## src/rtl/fbg_pkg.sv

```systemverilog
package fbg_pkg;
    typedef enum logic [1:0] {
        ST_HALT  = 2'd0,
        ST_BASE  = 2'd1,
        ST_EXTRA = 2'd2
    } pre_state_t;
endpackage

```

## src/rtl/fbg_div_reg.sv

```systemverilog
module fbg_div_reg #(
    parameter int MANT_W = 12,
    parameter int FRAC_W = 4,
    localparam int DIV_W = MANT_W + FRAC_W
) (
    input  logic             clk,
    input  logic             rst_n,
    input  logic             wr_en,
    input  logic [DIV_W-1:0] wr_div,
    input  logic             wr_os8,
    output logic [DIV_W-1:0] div_q,
    output logic             os8_q,
    output logic             mant_zero,
    output logic [DIV_W-1:0] ratio
);
    logic [DIV_W-1:0] div_masked;

    // in 8x mode the fraction MSB is held at zero
    always_comb begin
        div_masked = wr_div;
        if (wr_os8) div_masked[FRAC_W-1] = 1'b0;
    end

    always_ff @(posedge clk or negedge rst_n) begin
        if (!rst_n) begin
            div_q <= '0;
            os8_q <= 1'b0;
        end else if (wr_en) begin
            div_q <= div_masked;
            os8_q <= wr_os8;
        end
    end

    assign mant_zero = (div_q[DIV_W-1:FRAC_W] == '0);
    assign ratio = os8_q ? {1'b0, div_q[DIV_W-1:FRAC_W], div_q[FRAC_W-2:0]} : div_q;
endmodule

```

## src/rtl/fbg_prescaler.sv

```systemverilog
module fbg_prescaler
    import fbg_pkg::*;
#(
    parameter int MANT_W = 12,
    parameter int FRAC_W = 4
) (
    input  logic              clk,
    input  logic              rst_n,
    input  logic              load,
    input  logic              load_zero,
    input  logic [MANT_W-1:0] mant,
    input  logic [FRAC_W-1:0] frac,
    input  logic              os8,
    output logic              os_tick
);
    pre_state_t        state_q, state_d;
    logic [MANT_W-1:0] cnt_q;
    logic [FRAC_W-1:0] acc_q, acc_nxt;
    logic [FRAC_W:0]   sum;
    logic              carry, cnt_last;

    assign sum      = {1'b0, acc_q} + {1'b0, frac};
    assign carry    = os8 ? sum[FRAC_W-1] : sum[FRAC_W];
    assign acc_nxt  = os8 ? {1'b0, sum[FRAC_W-2:0]} : sum[FRAC_W-1:0];
    assign cnt_last = (cnt_q == mant - MANT_W'(1));

    // next state and strobe
    always_comb begin
        state_d = state_q;
        os_tick = 1'b0;
        unique case (state_q)
            ST_HALT: state_d = ST_HALT;
            ST_BASE: begin
                if (cnt_last) begin
                    if (carry) state_d = ST_EXTRA;
                    else       os_tick = 1'b1;
                end
            end
            ST_EXTRA: begin
                os_tick = 1'b1;
                state_d = ST_BASE;
            end
            default: state_d = ST_HALT;
        endcase
        if (load) state_d = load_zero ? ST_HALT : ST_BASE;
    end

    // state register and datapath
    always_ff @(posedge clk or negedge rst_n) begin
        if (!rst_n) begin
            state_q <= ST_HALT;
            cnt_q   <= '0;
            acc_q   <= '0;
        end else begin
            state_q <= state_d;
            if (load) begin
                cnt_q <= '0;
                acc_q <= '0;
            end else begin
                if (state_q == ST_BASE) cnt_q <= cnt_last ? '0 : cnt_q + MANT_W'(1);
                if (os_tick) acc_q <= acc_nxt;
            end
        end
    end
endmodule

```

## src/rtl/fbg_group_cnt.sv

```systemverilog
module fbg_group_cnt #(
    parameter int GRP_W = 4
) (
    input  logic clk,
    input  logic rst_n,
    input  logic load,
    input  logic os8,
    input  logic os_tick,
    output logic bit_tick
);
    logic [GRP_W-1:0] grp_q;
    logic [GRP_W-1:0] grp_last;

    assign grp_last = os8 ? {1'b0, {(GRP_W-1){1'b1}}} : {GRP_W{1'b1}};
    assign bit_tick = os_tick && (grp_q == grp_last);

    always_ff @(posedge clk or negedge rst_n) begin
        if (!rst_n)       grp_q <= '0;
        else if (load)    grp_q <= '0;
        else if (os_tick) grp_q <= bit_tick ? '0 : grp_q + GRP_W'(1);
    end
endmodule

```

## src/rtl/frac_baud_gen.sv

```systemverilog
module frac_baud_gen #(
    parameter int MANT_W = 12,
    parameter int FRAC_W = 4,
    localparam int DIV_W = MANT_W + FRAC_W
) (
    input  logic             clk,
    input  logic             rst_n,
    input  logic             wr_en,
    input  logic [DIV_W-1:0] wr_div,
    input  logic             wr_os8,
    output logic             os_tick,
    output logic             bit_tick,
    output logic             div_bad,
    output logic [DIV_W-1:0] div_rd,
    output logic [DIV_W-1:0] ratio
);
    logic             os8_q;
    logic             load_zero;

    assign load_zero = (wr_div[DIV_W-1:FRAC_W] == '0);

    fbg_div_reg #(.MANT_W(MANT_W), .FRAC_W(FRAC_W)) reg_i (
        .clk       (clk),
        .rst_n     (rst_n),
        .wr_en     (wr_en),
        .wr_div    (wr_div),
        .wr_os8    (wr_os8),
        .div_q     (div_rd),
        .os8_q     (os8_q),
        .mant_zero (div_bad),
        .ratio     (ratio)
    );

    fbg_prescaler #(.MANT_W(MANT_W), .FRAC_W(FRAC_W)) pre_i (
        .clk       (clk),
        .rst_n     (rst_n),
        .load      (wr_en),
        .load_zero (load_zero),
        .mant      (div_rd[DIV_W-1:FRAC_W]),
        .frac      (div_rd[FRAC_W-1:0]),
        .os8       (os8_q),
        .os_tick   (os_tick)
    );

    fbg_group_cnt #(.GRP_W(FRAC_W)) grp_i (
        .clk      (clk),
        .rst_n    (rst_n),
        .load     (wr_en),
        .os8      (os8_q),
        .os_tick  (os_tick),
        .bit_tick (bit_tick)
    );
endmodule

```

## config.mk

```make
export PLATFORM = sky130hd
export DESIGN_NAME = frac_baud_gen
export DESIGN_NICKNAME = d
export VERILOG_FILES = /design/src/rtl/fbg_pkg.sv /design/src/rtl/fbg_div_reg.sv /design/src/rtl/fbg_prescaler.sv /design/src/rtl/fbg_group_cnt.sv /design/src/rtl/frac_baud_gen.sv
export SDC_FILE = /design/constraint.sdc
export NUM_CORES = 1
export LEC_CHECK = 0
export ABC_CLOCK_PERIOD_IN_PS = 4800
export BUFFER_PORTS_ARGS = -buffer_cell sky130_fd_sc_hd__buf_4
export CORE_ASPECT_RATIO = 1.25
export CORE_MARGIN = 4
export CORE_UTILIZATION = 50
export CTS_CLUSTER_SIZE = 12
export DETAILED_ROUTE_END_ITERATION = 16
export PLACE_DENSITY_LB_ADDON = 0.05
export SLEW_MARGIN = 10
export SYNTH_ARGS = -nofsm -noshare
export SYNTH_HDL_FRONTEND = slang
export SYNTH_SLANG_ARGS = --single-unit
```

## constraint.sdc

```tcl
create_clock -name clk -period 4.8 [get_ports clk]
set_input_delay 0.72 -clock clk [delete_from_list [all_inputs] [get_ports clk]]
set_output_delay 0.72 -clock clk [all_outputs]
set_load 0.02 [all_outputs]
```

Word level (Yosys, flattened, before mapping)
Index checks and enable logic that the tools add are counted.
- register bits after elaboration: 39
- bits in latches: 0
- memory bits (writable): 0
- ROM bits: 0
- output and inout bits: 35
- word-level logic and storage cells: 43
- memories: 0
- $add $sub $neg: 4
- multiply operators: 0
- divide/modulo/power cells: 0
- magnitude comparators: 0
- eq/ne operators: 6
- shifts and indexed selects: 0
- mux-type cells: 21
- bitwise gates (word level): 0
- reduce and logical (&&, ||, !) cells: 6
- operators by type and width (kind ; number):
    $mux W12 ; 3
    $mux W4 ; 7
    $logic_not A12 Y1 ; 2
    $mux W16 ; 1
    $add A12 B1 Y12 const B ; 1
    $eq A12 B12 Y1 ; 1
    $sub A12 B1 Y12 const B ; 1
    $mux W2 ; 3
    $ne A3 B2 Y1 const B ; 2
    $add A4 B4 Y5 ; 1
    $mux W1 ; 5
    $add A4 B1 Y4 const B ; 1
    $eq A4 B4 Y1 ; 1
    $pmux W2 S2 ; 1
    $reduce_bool A2 Y1 ; 2
    $eq A2 B1 Y1 const B ; 1
    $eq A2 B2 Y1 const B ; 1
    $pmux W1 S2 ; 1
    $reduce_and A2 Y1 ; 1
    $logic_and A1 B1 Y1 ; 1

Longest topological paths before layout
- depth after elaboration: 9
- mapped depth: 10

By module
A second synthesis with hierarchy kept.
- cells, all modules: 297
- area total of the unflattened synthesis: 2866.5 µm²
- modules (own cells, without submodules) (module ; times used ; cells an instance ; area each (µm²) ; sequential area each (µm²)):
    fbg_prescaler ; 1 ; 208 ; 1707.9 ; 450.4
    fbg_div_reg ; 1 ; 61 ; 914.6 ; 425.4
    fbg_group_cnt ; 1 ; 24 ; 219.0 ; 100.1
    frac_baud_gen ; 1 ; 4 ; 25.0 ; 0.0

Least setup slack after synthesis
Ideal clock, no wire load.
- path kind: register -> output
- start: register reg_i.div_q[0]
- end: output bit_tick
- arrival: 2588 ps
- data required time: 4080 ps
- path slack: 1492 ps
- stages on the path, launching flop included: 9
- cell sequence: dfrtp_1 > ha_1 > fa_1 > a2111oi_0 > a311oi_1 > a311oi_2 > a21boi_2 > o211ai_2 > a21oi_1
- longest elaborated chain between the ends: 6
- ends and longest elaborated chain (element ; RTL line ; text):
    from (decl) ; fbg_div_reg.sv:11 ; output logic [DIV_W-1:0] div_q,
    from (signal assigned) ; fbg_div_reg.sv:29 ; div_q <= div_masked;
    $add A4 B4 Y5 ; fbg_prescaler.sv:22 ; assign sum = {1'b0, acc_q} + {1'b0, frac};
    $mux W1 ; fbg_prescaler.sv:23 ; assign carry = os8 ? sum[FRAC_W-1] : sum[FRAC_W];
    $mux W1 ; fbg_prescaler.sv:35 ; if (carry) state_d = ST_EXTRA;
    $mux W1 ; fbg_prescaler.sv:34 ; if (cnt_last) begin
    $pmux W1 S2 ; fbg_prescaler.sv:31 ; unique case (state_q)
    $logic_and A1 B1 Y1 ; fbg_group_cnt.sv:15 ; assign bit_tick = os_tick && (grp_q == grp_last);
    to (decl) ; frac_baud_gen.sv:12 ; output logic bit_tick,
No other way between the ends.

Worst setup path in the final report
Same ends and word-level chain as after synthesis.

==> results.py <==
metrics = {
    "clocking": {
        "cts_root_buf": "clkbuf_8",
        "clkLatencyLatePin_ps": 290,
        "clk_pin_slew_ps": 80,
        "cts_buffer_depth": 2,
        "cts_tree": "yes",
        "ctsHoldBuffers": 0,
        "clock_sinks": 39,
        "cts_resized": 0,
        "numCtsBuffers": 5,
        "post_cts_buffers": 0,
        "cts_max_level": 2,
    },
    "pwr": {
        "seqPwrFrac_pct": 45.1,
        "intPower_uw": 586,
        "p_per_area_nw_per_um2": 269,
        "p_switching_uw": 326,
        "pwr-share-clk_pct": 23.5,
        "sw_frac_of_total_pct": 35.7,
        "power_frac_comb_pct": 31.4,
        "leakage_uw": 0.00147,
        "vdd_drop_max_v": 0.000147,
    },
    "timing": {
        "setup_tns_ps": 0,
        "worst_slew_pin_slew_ps": 837,
        "skew_ps": 8.57,
        "fin_ws_ps": 1080,
        "min_period_over_period_pct": 77.5,
        "maxSlewHeadroom_pct": 44.2,
        "min_period_ps": 3720,
        "slew_viol_final": 0,
        "rsz0062_at_grt": "no",
        "clock.fmax_mhz": 269,
        "setup_viol": 0,
        "hold_viol": 0,
    },
    "min_path": {
        "hp-class": "in -> async",
    },
    "setup_path": {
        "path_depth": 9,
        "path_max_fanout": 6,
        "end_kind": "output pin",
        "reg2reg_depth": 9,
        "slowest_delay_ps": 440,
        "path_buf_inv": 1,
        "crit_family": "compound AO/OA/AOI/OAI gates",
        "path_cells": "ha_1 -> fa_1 -> a2111oi_0 -> a311oi_1 -> a311oi_2 -> a21boi_2 -> o211ai_2 -> a21oi_1 -> buf_4",
        "path_class": "reg -> out",
        "worstSetupStartpoint": "reg_i.div_q[0]$_DFFE_PN0P_",
        "r2r_slack_ps": 1900,
        "reg2reg_from": "reg_i.div_q[0]$_DFFE_PN0P_",
        "crit_path_top_delay_cell": "dfrtp_1",
        "start_kind": "flip-flop",
        "arrival_ps": 3000,
        "timing.rr.end": "grp_i.grp_q[2]$_DFFE_PN0P_",
        "cp.required_ps": 4080,
        "critPathCapture": "bit_tick",
    },
    "run_status": {
        "status": "finished clean",
    },
    "detailed_routing": {
        "antenna_left": 0,
        "via_count": 2459,
        "routedWlPerCell_um": 16.8,
        "wirelength_um": 6890,
        "first_pass_iters": 4,
        "drc": 0,
        "drt-initial-drc-count": 118,
        "via_per_inst": 5.98,
    },
    "placement": {
        "place_ws_ps": 1440,
        "port_buffers": 54,
        "gp_congestion": 0.784,
        "dp_hpwl_um": 5060,
    },
    "yosys": {
        "synth.largest_area_cell": "dfrtp_1",
        "synth-seq-area-share_pct": 33.1,
        "syn_nets": 337,
        "synth.top_cell.area_share_pct": 33.1,
        "synth_cell_types": 67,
        "synth-edff-count": 0,
        "synth-seq-cells": 39,
        "synth-main-ff-cell": "dfrtp_1",
        "synth_area_leaders": "dfrtp_1 33%, mux2_2 8.0%, nand3_1 4.6%, o311ai_2 4.4%, ha_1 4.2%",
        "synth_area_sq_um": 2950,
        "postSynthAreaPerCell_sq_um": 9.63,
        "async_flop_share_pct": 100,
        "ys_warn_count": 0,
        "syn_inst": 306,
    },
    "layout": {
        "layout.nets": 375,
        "drive_gt1_share_pct": 32.5,
        "syn2layout_area_growth_pct": 14.9,
        "diodes": 0,
    },
    "flow_run": {
        "maxCapViolations": 0,
    },
    "die": {
        "die_x_um": 76.7,
        "dieHeight_um": 93.8,
        "ios": 55,
        "rows": 31,
        "initial_core_util_pct": 51.4,
        "core-area_sq_um": 5740,
        "die_area_sq_um": 7200,
    },
    "grt": {
        "grt_max_degree": 45,
        "grt_overflow_total": 0,
        "antenna_found_initial": 0,
        "grt_pass1_vias": 2450,
        "grt_first_pass_wirelength_um": 11700,
        "grt_usage_pct": 20.1,
    },
}
registers in the layout, indices dropped and copies added (netlist names):
signal,cells
grp_i.grp_q,4
pre_i.acc_q,4
pre_i.cnt_q,12
pre_i.state_q,2
reg_i.div_q,16
reg_i.os8_q,1
power groups by stage:
stage	Combinational [uW]	Sequential, uW	Clock [uW]
after global routing	314	418	237
after CTS	289	411	222
after floorplan	203	403	0
after detailed placement	288	418	0
after global placement	285	417	0
final	286	411	215
kinds of logic (layout without fill, tap and decap cells):
family | Yosys count | count (layout) | share of synthesized area (%)
AOI/OAI and AO/OA | 67 | 67 | 19.9
xor gates and xnor gates | 15 | 15 | 4.46
and+or+nand+nor | 114 | 114 | 22.2
buffers and inverters | 36 | 75 | 6.11
muxes | 24 | 24 | 9.21
adders and majority gates | 11 | 11 | 4.92
DFF | 39 | 39 | 33.1
through the flow:
stage	hold WS [ps]	total power, uW	instance area [sq um]	util [%]	std cells
after floorplan	424	606	2950	-	306
after global placement	524	702	3300	57.6	403
after detailed placement	537	706	3300	57.6	403
after CTS	424	923	3390	59.0	411
after global routing	436	969	3390	59.0	411
final	401	911	3390	59.0	411
how the worst min path moves through the flow:
stage	endpoint	slack [ps]	cells past startpoint
floorplan	grp_i.grp_q[0]$_DFFE_PN0P_	420	0
global placement	pre_i.acc_q[0]$_DFFE_PN0P_	520	2
detailed placement	pre_i.acc_q[0]$_DFFE_PN0P_	540	2
CTS	pre_i.cnt_q[1]$_DFFE_PN0P_	420	1
global route	reg_i.div_q[9]$_DFFE_PN0P_	440	1
finish	reg_i.div_q[9]$_DFFE_PN0P_	400	1
Yosys cell counts (all sizes together) (2+ instances only):
library cell	n
a2111oi	3
a211oi	3
a21boi	2
a21oi	8
a22oi	2
a311oi	2
and3	4
buf	12
clkbuf	11
dfrtp	39
ha	10
inv	13
mux2	22
mux2i	2
nand2	28
nand2b	10
nand3	28
nor2	13
nor2b	2
nor3	9
nor4	7
nor4b	2
o211a	2
o211ai	5
o21a	2
o21ai	17
o21bai	2
o22ai	2
o2bb2ai	2
o311ai	9
or2	3
xnor2	7
xor2	8
per-layer routing:
| metal | track usage (%) | wire, um | vias up |
|---|---|---|---|
| li1 | - | - | 1196 |
| met1 | 23.9 | 2930 | 1204 |
| met2 | 36.5 | 3590 | 49 |
| met3 | 3.26 | 248 | 10 |
| met4 | 6.95 | 123 | 0 |
| met5 | 0 | 0 | - |
layout make-up:
class                      count  area [sq um]
fill                         548          2350
multi-input combinational    231          1790
sequential                    39           976
timing repair buffer          54           405
tap                           66          82.6
clock buffer                   7          76.3
inverter                      13          48.8
clock inverter                 1          5.00
layout by cell type (no fill, tap or decap), types with 2 or more instances in the layout:
| master | synthesis | routed |
|---|---|---|
| or2_2 | 2 | 2 |
| ha_1 | 10 | 10 |
| mux2i_1 | 2 | 2 |
| o211a_4 | 2 | 2 |
| o21ai_0 | 14 | 14 |
| o311ai_2 | 8 | 8 |
| o22ai_1 | 2 | 2 |
| buf_4 | 6 | 54 |
| nor4_1 | 5 | 5 |
| clkbuf_8 | 0 | 5 |
| nor2_1 | 13 | 13 |
| inv_1 | 13 | 13 |
| nor2b_1 | 2 | 2 |
| o21bai_1 | 2 | 2 |
| xnor2_1 | 7 | 7 |
| nand3_1 | 27 | 27 |
| nor4_4 | 2 | 2 |
| a2111oi_0 | 2 | 2 |
| and3_1 | 4 | 4 |
| nand2_1 | 26 | 26 |
| nand2b_1 | 10 | 10 |
| o2bb2ai_1 | 2 | 2 |
| a21oi_1 | 8 | 8 |
| o211ai_1 | 3 | 3 |
| dfrtp_1 | 39 | 39 |
| a211oi_1 | 3 | 3 |
| mux2_2 | 21 | 21 |
| o21a_1 | 2 | 2 |
| clkbuf_1 | 9 | 2 |
| xor2_1 | 8 | 8 |
| a22oi_1 | 2 | 2 |
| o21ai_1 | 2 | 2 |
| nor3_1 | 8 | 8 |
No activity file was read; power rests on OpenSTA's default activity.
